**src/rtl/twi_ee_pkg.sv**
```systemverilog
package twi_ee_pkg;
  typedef enum logic [2:0] {
    ST_IDLE,   // waiting for START
    ST_DEV,    // receiving device address byte
    ST_WADDR,  // receiving word address
    ST_WDATA,  // receiving write data
    ST_SACK,   // target acknowledge slot
    ST_TX,     // shifting out read data
    ST_HACK    // host acknowledge slot
  } ee_state_t;
endpackage

```
**src/rtl/twi_bus_edges.sv**
```systemverilog
module twi_bus_edges (
  input  logic clk,
  input  logic rst_n,
  input  logic scl_i,
  input  logic sda_i,
  output logic scl_rise,
  output logic scl_fall,
  output logic bus_start,
  output logic bus_stop
);
  logic scl_q, sda_q;

  always_ff @(posedge clk or negedge rst_n) begin
    if (!rst_n) begin
      scl_q <= 1'b1;
      sda_q <= 1'b1;
    end else begin
      scl_q <= scl_i;
      sda_q <= sda_i;
    end
  end

  assign scl_rise  = ~scl_q & scl_i;
  assign scl_fall  = scl_q & ~scl_i;
  assign bus_start = scl_q & scl_i & sda_q & ~sda_i;
  assign bus_stop  = scl_q & scl_i & ~sda_q & sda_i;
endmodule

```
**src/rtl/twi_sda_hold.sv**
```systemverilog
module twi_sda_hold #(
  parameter int HOLD_CLKS = 4
) (
  input  logic clk,
  input  logic rst_n,
  input  logic set_i,
  input  logic val_i,
  input  logic rel_i,
  output logic oe_n_o
);
  localparam int CNT_W = $clog2(HOLD_CLKS + 1);

  logic [CNT_W-1:0] cnt_q;
  logic             pend_q, val_q;

  always_ff @(posedge clk or negedge rst_n) begin
    if (!rst_n) begin
      cnt_q  <= '0;
      pend_q <= 1'b0;
      val_q  <= 1'b1;
      oe_n_o <= 1'b1;
    end else if (rel_i) begin
      pend_q <= 1'b0;
      oe_n_o <= 1'b1;
    end else if (set_i) begin
      cnt_q  <= CNT_W'(HOLD_CLKS);
      pend_q <= 1'b1;
      val_q  <= val_i;
    end else if (pend_q) begin
      if (cnt_q == CNT_W'(1)) begin
        oe_n_o <= val_q;
        pend_q <= 1'b0;
      end else begin
        cnt_q <= cnt_q - 1'b1;
      end
    end
  end
endmodule

```
**src/rtl/twi_word_ptr.sv**
```systemverilog
module twi_word_ptr #(
  parameter int ADDR_W = 8,
  parameter int PG_W   = 4
) (
  input  logic              clk,
  input  logic              rst_n,
  input  logic              load_i,
  input  logic [ADDR_W-1:0] load_val_i,
  input  logic              page_inc_i,
  input  logic              seq_inc_i,
  output logic [ADDR_W-1:0] ptr_o
);
  logic [ADDR_W-1:0] ptr_d;

  always_comb begin
    ptr_d = ptr_o;
    if (load_i)
      ptr_d = load_val_i;
    else if (page_inc_i)
      ptr_d = {ptr_o[ADDR_W-1:PG_W], ptr_o[PG_W-1:0] + 1'b1};
    else if (seq_inc_i)
      ptr_d = ptr_o + 1'b1;
  end

  always_ff @(posedge clk or negedge rst_n) begin
    if (!rst_n) ptr_o <= '0;
    else        ptr_o <= ptr_d;
  end
endmodule

```
**src/rtl/twi_ee_target.sv**
```systemverilog
module twi_ee_target
  import twi_ee_pkg::*;
#(
  parameter int STRAP_W   = 3,
  parameter int DEPTH     = 256,
  parameter int PAGE      = 16,
  parameter int HOLD_CLKS = 4,
  parameter int DEV_CODE  = 10
) (
  input  logic                       clk,
  input  logic                       rst_n,
  input  logic                       scl_i,
  input  logic                       sda_i,
  input  logic [STRAP_W-1:0]         strap_i,
  input  logic                       wp_i,
  input  logic                       busy_i,
  output logic                       sda_oe_n_o,
  output logic [$clog2(DEPTH)-1:0]   mem_addr_o,
  input  logic [7:0]                 mem_rdata_i,
  output logic                       pg_load_o,
  output logic [$clog2(DEPTH)-1:0]   pg_addr_o,
  output logic [7:0]                 pg_data_o,
  output logic                       pg_commit_o,
  output logic                       pg_drop_o
);
  localparam int ADDR_W = $clog2(DEPTH);
  localparam int PG_W   = $clog2(PAGE);
  localparam int CODE_W = 7 - STRAP_W;

  logic scl_rise, scl_fall, bus_start, bus_stop;
  ee_state_t   state_q, state_d, after_q, after_d;
  logic [2:0]  bit_q, bit_d;
  logic [6:0]  rx_q, rx_d;
  logic [7:0]  tx_q, tx_d, rx_byte;
  logic        ack_q, ack_d, ph_q, ph_d, hack_q, hack_d, data_q, data_d;
  logic        drv_set, drv_val, drv_rel;
  logic        ptr_load, ptr_pinc, ptr_sinc;
  logic        ld_d, cm_d, dr_d, dev_hit;
  logic [ADDR_W-1:0] ptr;

  twi_bus_edges u_edges (
    .clk(clk), .rst_n(rst_n), .scl_i(scl_i), .sda_i(sda_i),
    .scl_rise(scl_rise), .scl_fall(scl_fall),
    .bus_start(bus_start), .bus_stop(bus_stop)
  );

  twi_sda_hold #(.HOLD_CLKS(HOLD_CLKS)) u_hold (
    .clk(clk), .rst_n(rst_n), .set_i(drv_set), .val_i(drv_val),
    .rel_i(drv_rel), .oe_n_o(sda_oe_n_o)
  );

  twi_word_ptr #(.ADDR_W(ADDR_W), .PG_W(PG_W)) u_ptr (
    .clk(clk), .rst_n(rst_n), .load_i(ptr_load),
    .load_val_i(rx_byte[ADDR_W-1:0]), .page_inc_i(ptr_pinc),
    .seq_inc_i(ptr_sinc), .ptr_o(ptr)
  );

  assign mem_addr_o = ptr;
  assign rx_byte    = {rx_q, sda_i};
  assign dev_hit    = (rx_byte[7:STRAP_W+1] == CODE_W'(DEV_CODE)) &&
                      (rx_byte[STRAP_W:1] == strap_i) && !busy_i;

  always_comb begin
    state_d = state_q;  after_d = after_q;  bit_d = bit_q;
    rx_d = rx_q;  tx_d = tx_q;  ack_d = ack_q;  ph_d = ph_q;
    hack_d = hack_q;  data_d = data_q;
    drv_set = 1'b0;  drv_val = 1'b1;  drv_rel = 1'b0;
    ptr_load = 1'b0;  ptr_pinc = 1'b0;  ptr_sinc = 1'b0;
    ld_d = 1'b0;  cm_d = 1'b0;  dr_d = 1'b0;
    if (bus_start) begin
      state_d = ST_DEV;  bit_d = '0;  drv_rel = 1'b1;
      dr_d = data_q;  data_d = 1'b0;
    end else if (bus_stop) begin
      state_d = ST_IDLE;  drv_rel = 1'b1;  data_d = 1'b0;
      if (data_q) begin
        if (state_q == ST_WDATA && bit_q <= 3'd1) cm_d = 1'b1;
        else                                      dr_d = 1'b1;
      end
    end else begin
      case (state_q)
        ST_DEV, ST_WADDR, ST_WDATA: if (scl_rise) begin
          rx_d  = rx_byte[6:0];
          bit_d = bit_q + 1'b1;
          if (bit_q == 3'd7) begin
            ph_d = 1'b0;  ack_d = 1'b1;  state_d = ST_SACK;
            if (state_q == ST_DEV) begin
              if (dev_hit) after_d = rx_byte[0] ? ST_TX : ST_WADDR;
              else         state_d = ST_IDLE;
            end else if (state_q == ST_WADDR) begin
              ptr_load = 1'b1;  after_d = ST_WDATA;
            end else if (wp_i) begin
              ack_d = 1'b0;  after_d = ST_IDLE;
            end else begin
              ld_d = 1'b1;  ptr_pinc = 1'b1;  data_d = 1'b1;  after_d = ST_WDATA;
            end
          end
        end
        ST_SACK: begin
          if (scl_rise) ph_d = 1'b1;
          if (scl_fall) begin
            drv_set = 1'b1;
            if (!ph_q) drv_val = ~ack_q;
            else begin
              state_d = after_q;  bit_d = '0;
              if (after_q == ST_TX) begin
                tx_d = {mem_rdata_i[6:0], 1'b0};  drv_val = mem_rdata_i[7];
              end
            end
          end
        end
        ST_TX: begin
          if (scl_fall) begin
            drv_set = 1'b1;  drv_val = tx_q[7];  tx_d = {tx_q[6:0], 1'b0};
          end
          if (scl_rise) begin
            bit_d = bit_q + 1'b1;
            if (bit_q == 3'd7) begin
              ptr_sinc = 1'b1;  ph_d = 1'b0;  state_d = ST_HACK;
            end
          end
        end
        ST_HACK: begin
          if (scl_rise) begin
            ph_d = 1'b1;  hack_d = ~sda_i;
          end
          if (scl_fall) begin
            drv_set = 1'b1;
            if (ph_q) begin
              if (hack_q) begin
                state_d = ST_TX;  bit_d = '0;
                tx_d = {mem_rdata_i[6:0], 1'b0};  drv_val = mem_rdata_i[7];
              end else begin
                state_d = ST_IDLE;
              end
            end
          end
        end
        default: ;
      endcase
    end
  end

  always_ff @(posedge clk or negedge rst_n) begin
    if (!rst_n) begin
      state_q <= ST_IDLE;  after_q <= ST_IDLE;  bit_q <= '0;
      rx_q <= '0;  tx_q <= '0;  ack_q <= 1'b0;  ph_q <= 1'b0;
      hack_q <= 1'b0;  data_q <= 1'b0;
      pg_load_o <= 1'b0;  pg_commit_o <= 1'b0;  pg_drop_o <= 1'b0;
      pg_addr_o <= '0;  pg_data_o <= '0;
    end else begin
      state_q <= state_d;  after_q <= after_d;  bit_q <= bit_d;
      rx_q <= rx_d;  tx_q <= tx_d;  ack_q <= ack_d;  ph_q <= ph_d;
      hack_q <= hack_d;  data_q <= data_d;
      pg_load_o <= ld_d;  pg_commit_o <= cm_d;  pg_drop_o <= dr_d;
      if (ld_d) begin
        pg_addr_o <= ptr;
        pg_data_o <= rx_byte;
      end
    end
  end
endmodule

```
**config.mk**
```make
export PLATFORM = sky130hd
export DESIGN_NAME = twi_ee_target
export DESIGN_NICKNAME = d
export VERILOG_FILES = /design/src/rtl/twi_ee_pkg.sv /design/src/rtl/twi_bus_edges.sv /design/src/rtl/twi_sda_hold.sv /design/src/rtl/twi_word_ptr.sv /design/src/rtl/twi_ee_target.sv
export SDC_FILE = /design/constraint.sdc
export NUM_CORES = 1
export LEC_CHECK = 0
export BUFFER_PORTS_ARGS = -buffer_cell sky130_fd_sc_hd__buf_4
export CAP_MARGIN = 20
export CELL_PAD_IN_SITES_DETAIL_PLACEMENT = 0
export CELL_PAD_IN_SITES_GLOBAL_PLACEMENT = 1
export CORE_ASPECT_RATIO = 1.75
export CORE_MARGIN = 2
export CORE_UTILIZATION = 45
export DETAILED_ROUTE_END_ITERATION = 16
export PLACE_DENSITY_LB_ADDON = 0.3
export SYNTH_ARGS = -nofsm -noshare
export SYNTH_HDL_FRONTEND = slang
export SYNTH_SLANG_ARGS = --single-unit
```
**constraint.sdc**
```tcl
create_clock -name clk -period 2.6 [get_ports clk]
set_clock_uncertainty 0.15 [all_clocks]
set_input_delay 0.52 -clock clk [delete_from_list [all_inputs] [get_ports clk]]
set_output_delay 0.52 -clock clk [all_outputs]
set_load 0.02 [all_outputs]
```
==> out/metrics.csv <==
metric,value,unit
syn_nets,306,
cp_data_arrival_time,2260,ps
crit_start,bit_q[1]$_DFFE_PN0P_,
root_buffer,clkbuf_16,
start_util,46.17,%
crit_path_end,pg_data_o[0]$_DFFE_PN0P_,
fin_nets,351,
synth.distinct_cells,60,
yosysWarnings,0,
wire_per_inst,17.00,µm
setup_slack,398.6,ps
switching_share,27.16,%
ys_ff_latch,62,
grt_overflow,0,
crit_path_top_delay_cell,dfrtp_1,
dp_hpwl,5.183,mm
hold_viol,0,
seqPwrFrac,38.0,%
grt.total_usage,20.05,%
cts_tree,yes,
worstPathBufferInverterCount,1,
power_leakage,1.878,nW
p_sw,0.0009111,W
fin_util,56.36,%
hold_buffers,0,
synth-edff-count,0,
ctsHtreeMaxLevel,3,
tns,0,ps
cts_buffers,9,
synth_flop_cell,dfrtp_1,
drc_errors,0,
layout-drive-gt1-share,36.23,%
portBuffers,44,
relSlewSlack,47.50,%
dieWidth,68.66,µm
clock_sinks,62,
syn_to_final_growth,22.08,%
die_h,117.1,µm
drt_iter0_drc,155,
gp_congestion,0.8579,
drtPass1Iterations,4,
rsz0062_at_grt,false,
r2r_end,pg_data_o[0]$_DFFE_PN0P_,
grt_pass1_wl,11.70,mm
worstPathRequired,2660,ps
grt_pass1_vias,2418,
setup_viol,0,
ys_seq_area_share,47.28,%
min_path_type,in2async,
internal-power,0.002443,W
path_delay_family,simple AND/OR/NAND/NOR gates,
synthArstFlopShare,100.0,%
timing.rr.start,bit_q[1]$_DFFE_PN0P_,
worst-setup-path-type,reg2reg,
mostFrequentLayoutCells,"58 x dfrtp_1, 47 x buf_4, 31 x mux2_2",
viasPerCell,5.633,
final_common_cell,dfrtp_1,
cts_resized,0,
max_stage_delay,370,ps
die-area,8043,µm²
routed_wl,7.140,mm
clkPwrFrac,41.7,%
insertedDiodeCount,0,
pin_count,45,
syn_area,3292,µm²
core_region_area,7131,µm²
reg2reg_slack,400,ps
cts_buffer_depth,2,
cp-start-kind,register,
run_status,"complete, no violations",
max_freq,0.4543,GHz
period_share,84.67,%
ir_drop,0.0003770,V
post-place-ws,429.7,ps
antenna_found_initial,0,
end_kind,register,
rows,41,
post_cts_buffers,0,
timing.hold.ws,96.52,ps
rr_worst_depth,6,
period_minus_slack,2201,ps
path_depth,6,
cp_cell_sequence,ha_1 > ha_1 > and4bb_4 > nor3b_4 > buf_12 > mux2_2,
route.vias.total,2366,
clock_latency,330,ps
cp_common_cell,ha_1,
combPwrFrac,20.3,%
cp_max_fo,18,
powerDensity,834.7,nW/µm²
ant_nets,0,
tightestPinTransition,787.6,ps
maxCapViolations,0,
avgSynthCellArea,11.59,µm²
drv_slew,0,
grt_max_degree,63,
synthCells,284,
clk_pin_slew,50,ps
[registers in the layout (all words and copies together), names as in the netlist, 3 cells and up]
register / count
after_q: 3
bit_q: 3
pg_addr_o: 8
pg_data_o: 8
rx_q: 7
state_q: 3
tx_q: 7
u_hold.cnt_q: 3
u_ptr.ptr_o: 8
[worst min path at each step]
stage,from,to,slack [ps]
2_1_floorplan,rst_n,ack_q$_DFFE_PN0P_,70
3_3_place_gp,bit_q[0]$_DFFE_PN0P_,bit_q[0]$_DFFE_PN0P_,320
3_5_place_dp,bit_q[0]$_DFFE_PN0P_,bit_q[0]$_DFFE_PN0P_,340
4_1_cts,rst_n,u_hold.cnt_q[0]$_DFFE_PN0P_,160
5_1_grt,scl_i,u_edges.scl_q$_DFF_PN1_,190
6_report,rst_n,u_hold.cnt_q[0]$_DFFE_PN0P_,100
[per-layer routing]
metal / GRT usage (%) / up-vias / share of wire, %
li1: - / 1115 / -
met1: 22.83 / 1181 / 39
met2: 34.55 / 50 / 54
met3: 2.486 / 20 / 3.0
met4: 12.27 / 0 / 3.9
met5: 0 / - / 0
[stage by stage]
stage | cells | instance area (µm²) | total power (W)
floorplan | 284 | 3292 | 0.001785
global placement | 404 | 3669 | 0.001959
detailed placement | 404 | 3669 | 0.001981
CTS | 420 | 4019 | 0.003387
global route | 420 | 4019 | 0.003519
finish | 420 | 4019 | 0.003355
[cells by family (layout without fill, tap and decap cells)]
group | after synthesis | count (layout) | share of synthesized area [%]
and+or+nand+nor | 87 | 87 | 15.47
adders and majority gates | 5 | 5 | 1.900
DFF | 62 | 62 | 47.28
muxes | 50 | 50 | 17.64
buffers and inverters | 24 | 74 | 4.485
xor gates and xnor gates | 10 | 10 | 2.660
AOI/OAI and AO/OA | 46 | 46 | 10.57
[cell usage after synthesis (5+ instances only)]
| cell | n | share of area [%] |
|---|---|---|
| mux2i_1 | 10 | 3.0 |
| buf_2 | 6 | 0.91 |
| nor2_1 | 12 | 1.4 |
| xnor2_1 | 6 | 1.6 |
| mux2_2 | 31 | 11 |
| nand2b_1 | 7 | 1.3 |
| nor3_1 | 5 | 0.76 |
| mux2_4 | 8 | 3.6 |
| nand3_1 | 8 | 1.2 |
| o21ai_0 | 9 | 1.4 |
| dfrtp_1 | 58 | 44 |
| ha_1 | 5 | 1.9 |
| nand2_1 | 25 | 2.9 |
| inv_1 | 10 | 1.1 |
| a21oi_1 | 9 | 1.4 |
[cell type report]
type | count | area, µm²
tap | 86 | 107.6
clock buffer | 13 | 260.3
inverter | 10 | 37.54
sequential | 62 | 1556
clock inverter | 3 | 90.09
timing repair buffer | 48 | 372.9
multi-input combinational | 198 | 1594
fill | 644 | 3112
[power groups by stage]
stage	registers [W]	clock network (W)	logic, W
final	0.00128	0.00140	0.000680
after global routing	0.00130	0.00146	0.000764
after CTS	0.00128	0.00142	0.000692
after detailed placement	0.00129	0	0.000688
after global placement	0.00129	0	0.000670
after floorplan	0.00123	0	0.000557
[worst reg2reg max path, delay by kind of cell (launching register included)]
kind / cells / cell delay, ps
adder cells (fa/ha/maj): 2 / 430
buffers and inverters: 1 / 210
flip-flops: 1 / 370
multiplexers: 1 / 360
AND/OR/NAND/NOR: 2 / 570
No activity file was read; power rests on OpenSTA's default activity.
